--- config.mk ---
export PLATFORM = sky130hd
export DESIGN_NAME = bl_pwm
export DESIGN_NICKNAME = d
export VERILOG_FILES = /design/src/rtl/bl_pwm_pkg.sv /design/src/rtl/bl_pwm_regfile.sv /design/src/rtl/bl_pwm_prescaler.sv /design/src/rtl/bl_pwm_period.sv /design/src/rtl/bl_pwm.sv
export SDC_FILE = /design/constraint.sdc
export NUM_CORES = 1
export LEC_CHECK = 0
export BUFFER_PORTS_ARGS = -buffer_cell sky130_fd_sc_hd__buf_2
export CAP_MARGIN = 5
export CORE_AREA = 2 2 78 80
export DETAILED_ROUTE_END_ITERATION = 8
export DIE_AREA = 0 0 80 82
export MAX_ROUTING_LAYER = met4
export PLACE_DENSITY = 0.66
export SYNTH_ARGS = -nofsm -noshare
export SYNTH_HDL_FRONTEND = slang
export SYNTH_HIERARCHICAL = 1
export SYNTH_SLANG_ARGS = --single-unit
--- constraint.sdc ---
create_clock -name clk -period 3.62 [get_ports clk]
set_input_delay 1.086 -clock clk [delete_from_list [all_inputs] [get_ports clk]]
set_output_delay 1.086 -clock clk [all_outputs]
set_load 0.05 [all_outputs]
--- src/rtl/bl_pwm_pkg.sv ---
package bl_pwm_pkg;

    localparam int BYTE_W = 8;
    localparam int DIV_W  = 7;
    localparam int POS_W  = 8;

    localparam logic [BYTE_W-1:0] ADDR_DIV  = 8'h4B;
    localparam logic [BYTE_W-1:0] ADDR_DUTY = 8'h4E;
    localparam logic [BYTE_W-1:0] ADDR_BL   = 8'h51;

    typedef struct packed {
        logic             run;
        logic [DIV_W-1:0] div;
    } div_reg_t;

    typedef enum logic [1:0] {
        SEL_NONE,
        SEL_DIV,
        SEL_DUTY,
        SEL_BL
    } reg_sel_t;

    function automatic reg_sel_t decode_addr(input logic [BYTE_W-1:0] a);
        reg_sel_t s;
        case (a)
            ADDR_DIV:  s = SEL_DIV;
            ADDR_DUTY: s = SEL_DUTY;
            ADDR_BL:   s = SEL_BL;
            default:   s = SEL_NONE;
        endcase
        return s;
    endfunction

    function automatic logic level_high(input logic [POS_W-1:0] pos,
                                        input logic [POS_W-1:0] lvl);
        return (lvl == {POS_W{1'b1}}) || (pos < lvl);
    endfunction

endpackage

--- src/rtl/bl_pwm_regfile.sv ---
module bl_pwm_regfile
    import bl_pwm_pkg::*;
#(
    parameter int DW = BYTE_W
) (
    input  logic          clk,
    input  logic          rst,
    input  logic          wr_en,
    input  logic [DW-1:0] addr,
    input  logic [DW-1:0] wdata,
    output div_reg_t      div_q,
    output logic [DW-1:0] duty_q,
    output logic [DW-1:0] bl_q,
    output logic [DW-1:0] rdata
);

    reg_sel_t wsel;
    reg_sel_t rsel;

    assign wsel = decode_addr(addr);
    assign rsel = wsel;

    always_ff @(posedge clk) begin
        if (rst) begin
            div_q  <= '0;
            duty_q <= '0;
            bl_q   <= '0;
        end else if (wr_en) begin
            case (wsel)
                SEL_DIV:  div_q  <= div_reg_t'(wdata);
                SEL_DUTY: duty_q <= wdata;
                SEL_BL:   bl_q   <= wdata;
                default:  ;
            endcase
        end
    end

    always_comb begin
        case (rsel)
            SEL_DIV:  rdata = DW'(div_q);
            SEL_DUTY: rdata = duty_q;
            SEL_BL:   rdata = bl_q;
            default:  rdata = '0;
        endcase
    end

endmodule

--- src/rtl/bl_pwm_prescaler.sv ---
module bl_pwm_prescaler #(
    parameter int W = bl_pwm_pkg::DIV_W
) (
    input  logic         clk,
    input  logic         rst,
    input  logic         run,
    input  logic [W-1:0] div,
    output logic [W-1:0] cnt,
    output logic         tick
);

    logic at_limit;

    // >= rather than == so a shrinking field never lets the count run away
    assign at_limit = (cnt >= div);
    assign tick     = run && at_limit;

    always_ff @(posedge clk) begin
        if (rst || !run) begin
            cnt <= '0;
        end else if (at_limit) begin
            cnt <= '0;
        end else begin
            cnt <= cnt + 1'b1;
        end
    end

endmodule

--- src/rtl/bl_pwm_period.sv ---
module bl_pwm_period
    import bl_pwm_pkg::*;
#(
    parameter int W = POS_W
) (
    input  logic         clk,
    input  logic         rst,
    input  logic         run,
    input  logic         tick,
    input  logic [W-1:0] duty_in,
    output logic [W-1:0] pos,
    output logic [W-1:0] act,
    output logic         pwm
);

    localparam logic [W-1:0] POS_LAST = {W{1'b1}};

    logic wrap;

    assign wrap = tick && (pos == POS_LAST);

    always_ff @(posedge clk) begin
        if (rst) begin
            pos <= '0;
            act <= '0;
        end else if (!run) begin
            pos <= '0;
            act <= duty_in;
        end else if (tick) begin
            pos <= pos + 1'b1;
            if (wrap) begin
                act <= duty_in;
            end
        end
    end

    assign pwm = run && level_high(pos, act);

endmodule

--- src/rtl/bl_pwm.sv ---
module bl_pwm
    import bl_pwm_pkg::*;
#(
    parameter int DW = BYTE_W,
    parameter int PW = POS_W,
    parameter int VW = DIV_W
) (
    input  logic          clk,
    input  logic          rst,
    input  logic          wr_en,
    input  logic [DW-1:0] addr,
    input  logic [DW-1:0] wdata,
    output logic [DW-1:0] rdata,
    output logic          pwm_out,
    output logic          bl_en
);

    div_reg_t      div_q;
    logic [DW-1:0] duty_q;
    logic [DW-1:0] bl_q;
    logic          run;
    logic [VW-1:0] div_f;
    logic [VW-1:0] pre_cnt;
    logic          tick;
    logic [PW-1:0] pos;
    logic [PW-1:0] act;

    bl_pwm_regfile #(.DW(DW)) u_regs (
        .clk    (clk),
        .rst    (rst),
        .wr_en  (wr_en),
        .addr   (addr),
        .wdata  (wdata),
        .div_q  (div_q),
        .duty_q (duty_q),
        .bl_q   (bl_q),
        .rdata  (rdata)
    );

    assign run   = div_q.run;
    assign div_f = div_q.div;
    assign bl_en = bl_q[0];

    bl_pwm_prescaler #(.W(VW)) u_presc (
        .clk  (clk),
        .rst  (rst),
        .run  (run),
        .div  (div_f),
        .cnt  (pre_cnt),
        .tick (tick)
    );

    bl_pwm_period #(.W(PW)) u_period (
        .clk     (clk),
        .rst     (rst),
        .run     (run),
        .tick    (tick),
        .duty_in (PW'(duty_q)),
        .pos     (pos),
        .act     (act),
        .pwm     (pwm_out)
    );

endmodule

==> summary.txt <==
Outcome
  • Status: finished, final reports clean

Timing
  • Final setup fails: 0
  • Max Transition Viols Final: 0
  • Max Clock Skew: 6.522 ps
  • Hold slack final: 482.6 ps
  • Min Tclk post-route: 3597 ps
  • Max-Slew Margin vs Limit: 58.58%
  • Final hold vios: 0
  • Final period util: 99.37%
  • RSZ-0062 raised after global routing: false
  • Max frequency: 278.0 MHz
  • Least-Margin Pin Slew: 621.3 ps

Worst setup path
  • Worst r2r src: u_regs/div_q[6]
  • Critical Path Sink Type: output port
  • Critical path buffers and inverters: 3
  • Critical path depth: 6
  • Crit path launch type: input port
  • Critical path fanouts, max: 15
  • Worst Reg2Reg Path Length in Cells: 10
  • Worst R2R Setup Slack: 1090 ps
  • Worst setup endpoint: rdata[4]
  • Crit path cell chain: buf_2 -> or4b_1 -> buf_4 -> nor3_1 -> a221o_2 -> buf_4
  • CP Data Required Time: 2530 ps
  • Max incr delay on CP: 560 ps
  • Cell repeated most along the worst path: buf_4
  • Kind of critical path: in2out
  • CP arrival: 2510 ps
  • Critical path origin: addr[4]
  • Worst R2R End: u_period/act[0]
  • Slowest cell on crit path: or4b_1
  • Crit path max-delay family: simple AND/OR/NAND/NOR gates

Global routing
  • GRT Residual Overflow: 0
  • Largest net degree at the start of global routing: 43
  • Initial antenna violation count: 0
  • GRT Overall Usage: 18.38%
  • Vias in the first global route: 1,922
  • First-pass GRT wire length: 9204 microns

Synth
  • Synth Area in Compound Gates: 9.420%
  • Synth Area in Adders: 7.933%
  • Syn_area_per_cell: 9.382 sq um
  • Cell Area, Synth: 2524 sq um
  • Yosys warns: 6
  • Post-Syn Nets: 304
  • Unique masters post-synth: 43
  • Post-synthesis simple-gate area fraction: 25.29%
  • XOR/XNOR share of the synthesized area: 4.165%
  • Largest family of logic cells by synthesized area: simple AND/OR/NAND/NOR gates
  • Synthesized instance count: 269
  • FF+latch count, synth: 47
  • Mux contribution to synthesized area: 10.31%
  • Sequential fraction of the synthesis area: 37.28%

Clock tree
  • CTS H-tree depth: 2
  • CTS Root Cell: clkbuf_8
  • CTS clk-pin slew, worst paths: 80 ps
  • CTS Buffer Depth: 2
  • Hold Buf Count CTS: 0
  • Total CTS buffers: 5
  • # clock sinks: 47
  • Clk Latency, worst-skew pair: 300 ps
  • CTS tree: yes

Floorplan
  • Die Ht: 82 microns
  • Placement Rows: 28
  • Chip width: 80 microns
  • Die area: 6560 sq um
  • Core area: 5746 sq um
  • Initial Util: 43.92%
  • IO Count: 29

Drt
  • DR pass1 iterations: 4
  • Starting DRC count in detailed routing: 65
  • DR vias/cell: 5.269
  • Avg WL per Cell: 14.26 microns
  • DRC errors left: 0
  • Post-DRT Antenna Nets: 0
  • Routed WL: 5361 microns
  • Via count: 1,981

Finish
  • Register area: 940.9 sq um
  • Multi-input logic area: 1451 sq um
  • P&R area growth vs syn: 14.77%
  • Fraction of layout cells with a size suffix above 1: 19.27%
  • Final Net Count: 336
  • Inserted Diodes: 0
  • Final-layout fill cell count: 566

Place
  • Port buffer count: 28
  • DPL Wire Length: 3976 microns
  • Routability cong.: 0.9163

Min path
  • Worst hold path type: reg2reg
  • Hold wc startpoint: u_regs/bl_q[4]

Pwr
  • Cell area power density: 323.2 nW/um^2
  • VDD IR max: 0.2162 mV
  • Leak Pwr: 0.001189 uW
  • Final Total Pwr: 936.2 uW

Run
  • Max cap viols: 0
[worst min path at each step]
stage	to	cells past startpoint	slack, ps
finish	u_regs/bl_q[4]	2	480
global route	u_regs/bl_q[2]	2	500
CTS	u_regs/bl_q[4]	2	480
detailed placement	u_regs/bl_q[4]	2	470
global placement	u_regs/bl_q[5]	2	460
floorplan	u_presc/cnt[0]	1	450
[registers in the layout (all words and copies together), names as in the netlist]
register	cells
u_period/act	8
u_regs/div_q	8
u_presc/cnt	7
u_period/pos	8
u_regs/bl_q	8
u_regs/duty_q	8
[per-layer routing]
layer | share of wire [%] | vias up | track usage [%]
met2 | 46 | 32 | 28.83
met1 | 50 | 925 | 24.49
li1 | - | 1019 | -
met3 | 2.8 | 5 | 3.297
met4 | 0.99 | 0 | 5.085
met5 | 0 | - | -
[cell families (layout without fill, tap and decap cells)]
group                      after synthesis  count (layout)
muxes                                   26              26
DFF                                     47              47
and+or+nand+nor                        106             106
adders and majority gates               16              16
xor gates and xnor gates                12              12
buffers and inverters                   34              66
AOI/OAI and AO/OA                       28              28
[cells in the mapped netlist, drive strengths merged]
master / n / area [sq um]
inv: 23 / 86.33
or3b: 2 / 17.52
nand4b: 1 / 8.760
ha: 16 / 200.2
clkbuf: 6 / 22.52
a2111oi: 1 / 8.760
mux2i: 26 / 260.3
and3: 2 / 12.51
nor3: 19 / 121.4
a211oi: 2 / 15.01
a21oi: 1 / 8.760
nand2: 3 / 11.26
and2: 1 / 6.260
a211o: 2 / 17.52
xnor2: 4 / 35.03
nand3b: 3 / 22.52
o21ai: 4 / 31.28
and4: 1 / 8.760
a21o: 1 / 7.510
or4: 9 / 67.56
nand3: 6 / 30.03
nand2b: 30 / 187.7
a31oi: 1 / 6.260
nor2: 19 / 71.32
a221o: 7 / 70.07
xor2: 8 / 70.07
dfxtp: 47 / 940.9
or4b: 1 / 10.01
nand4: 7 / 50.05
or3: 1 / 6.260
o21a: 1 / 7.510
buf: 5 / 32.53
nor2b: 1 / 6.260
o31ai: 8 / 65.06
[tightest hold or removal path, delay by kind of cell, from the launching register on]
family           cells  cell delay (ps)
flip-flops           1              320
multiplexers         1               60
AND/OR/NAND/NOR      1               60
[power breakdown]
group	switching, uW	total (uW)	internal, uW	leakage (uW)
sequential	0.313	517	517	0.000378
clock	176	378	202	0.0000502
combinational	23.6	40.9	17.2	0.000760
total	200	936	736	0.00119
[timing repair]
action | in CTS | in global routing
setup endpoints to repair | 3 | 5
cloned | 0 | 0
gates resized for setup | 3 | 9
buffers inserted | 0 | 0
[final cells by class]
| class | count | area share, % |
|---|---|---|
| well taps | 75 | 3.240 |
| clock inverters | 2 | 1.296 |
| inverters | 23 | 2.981 |
| repair buffers | 36 | 7.516 |
| multi-input cells | 188 | 50.11 |
| clock buffers | 5 | 2.376 |
| flip-flops and latches | 47 | 32.48 |
[metrics by stage]
stage | setup TNS (ps) | area [sq um] | setup slack [ps] | instances | utilization, %
after floorplan | 0 | 2532 | 106.2 | 269 | -
after global placement | -49.71 | 2771 | -49.71 | 369 | 48.24
after detailed placement | 0 | 2771 | 8.827 | 369 | 48.24
after CTS | 0 | 2884 | 2.545 | 376 | 50.20
after global routing | 0 | 2897 | 2.213 | 376 | 50.41
final | 0 | 2897 | 22.89 | 376 | 50.41
[placed cells by master (no fill, tap or decap), types with 2 or more instances in the layout]
cell      count
dfxtp_1      47
nand2b_1     30
mux2i_1      26
inv_1        23
buf_2        21
nor2_1       19
ha_1         16
nor3_1       15
buf_4        14
or4_1         9
xor2_1        8
a221o_2       7
o31ai_1       7
nand4_1       6
nand3_1       6
clkbuf_8      5
xnor2_1       4
nand2_1       3
nor3_2        3
nand3b_1      3
a211o_1       2
a211oi_1      2
o21ai_0       2
and3_1        2
or3b_1        2
(Power assumes the default switching activity.)
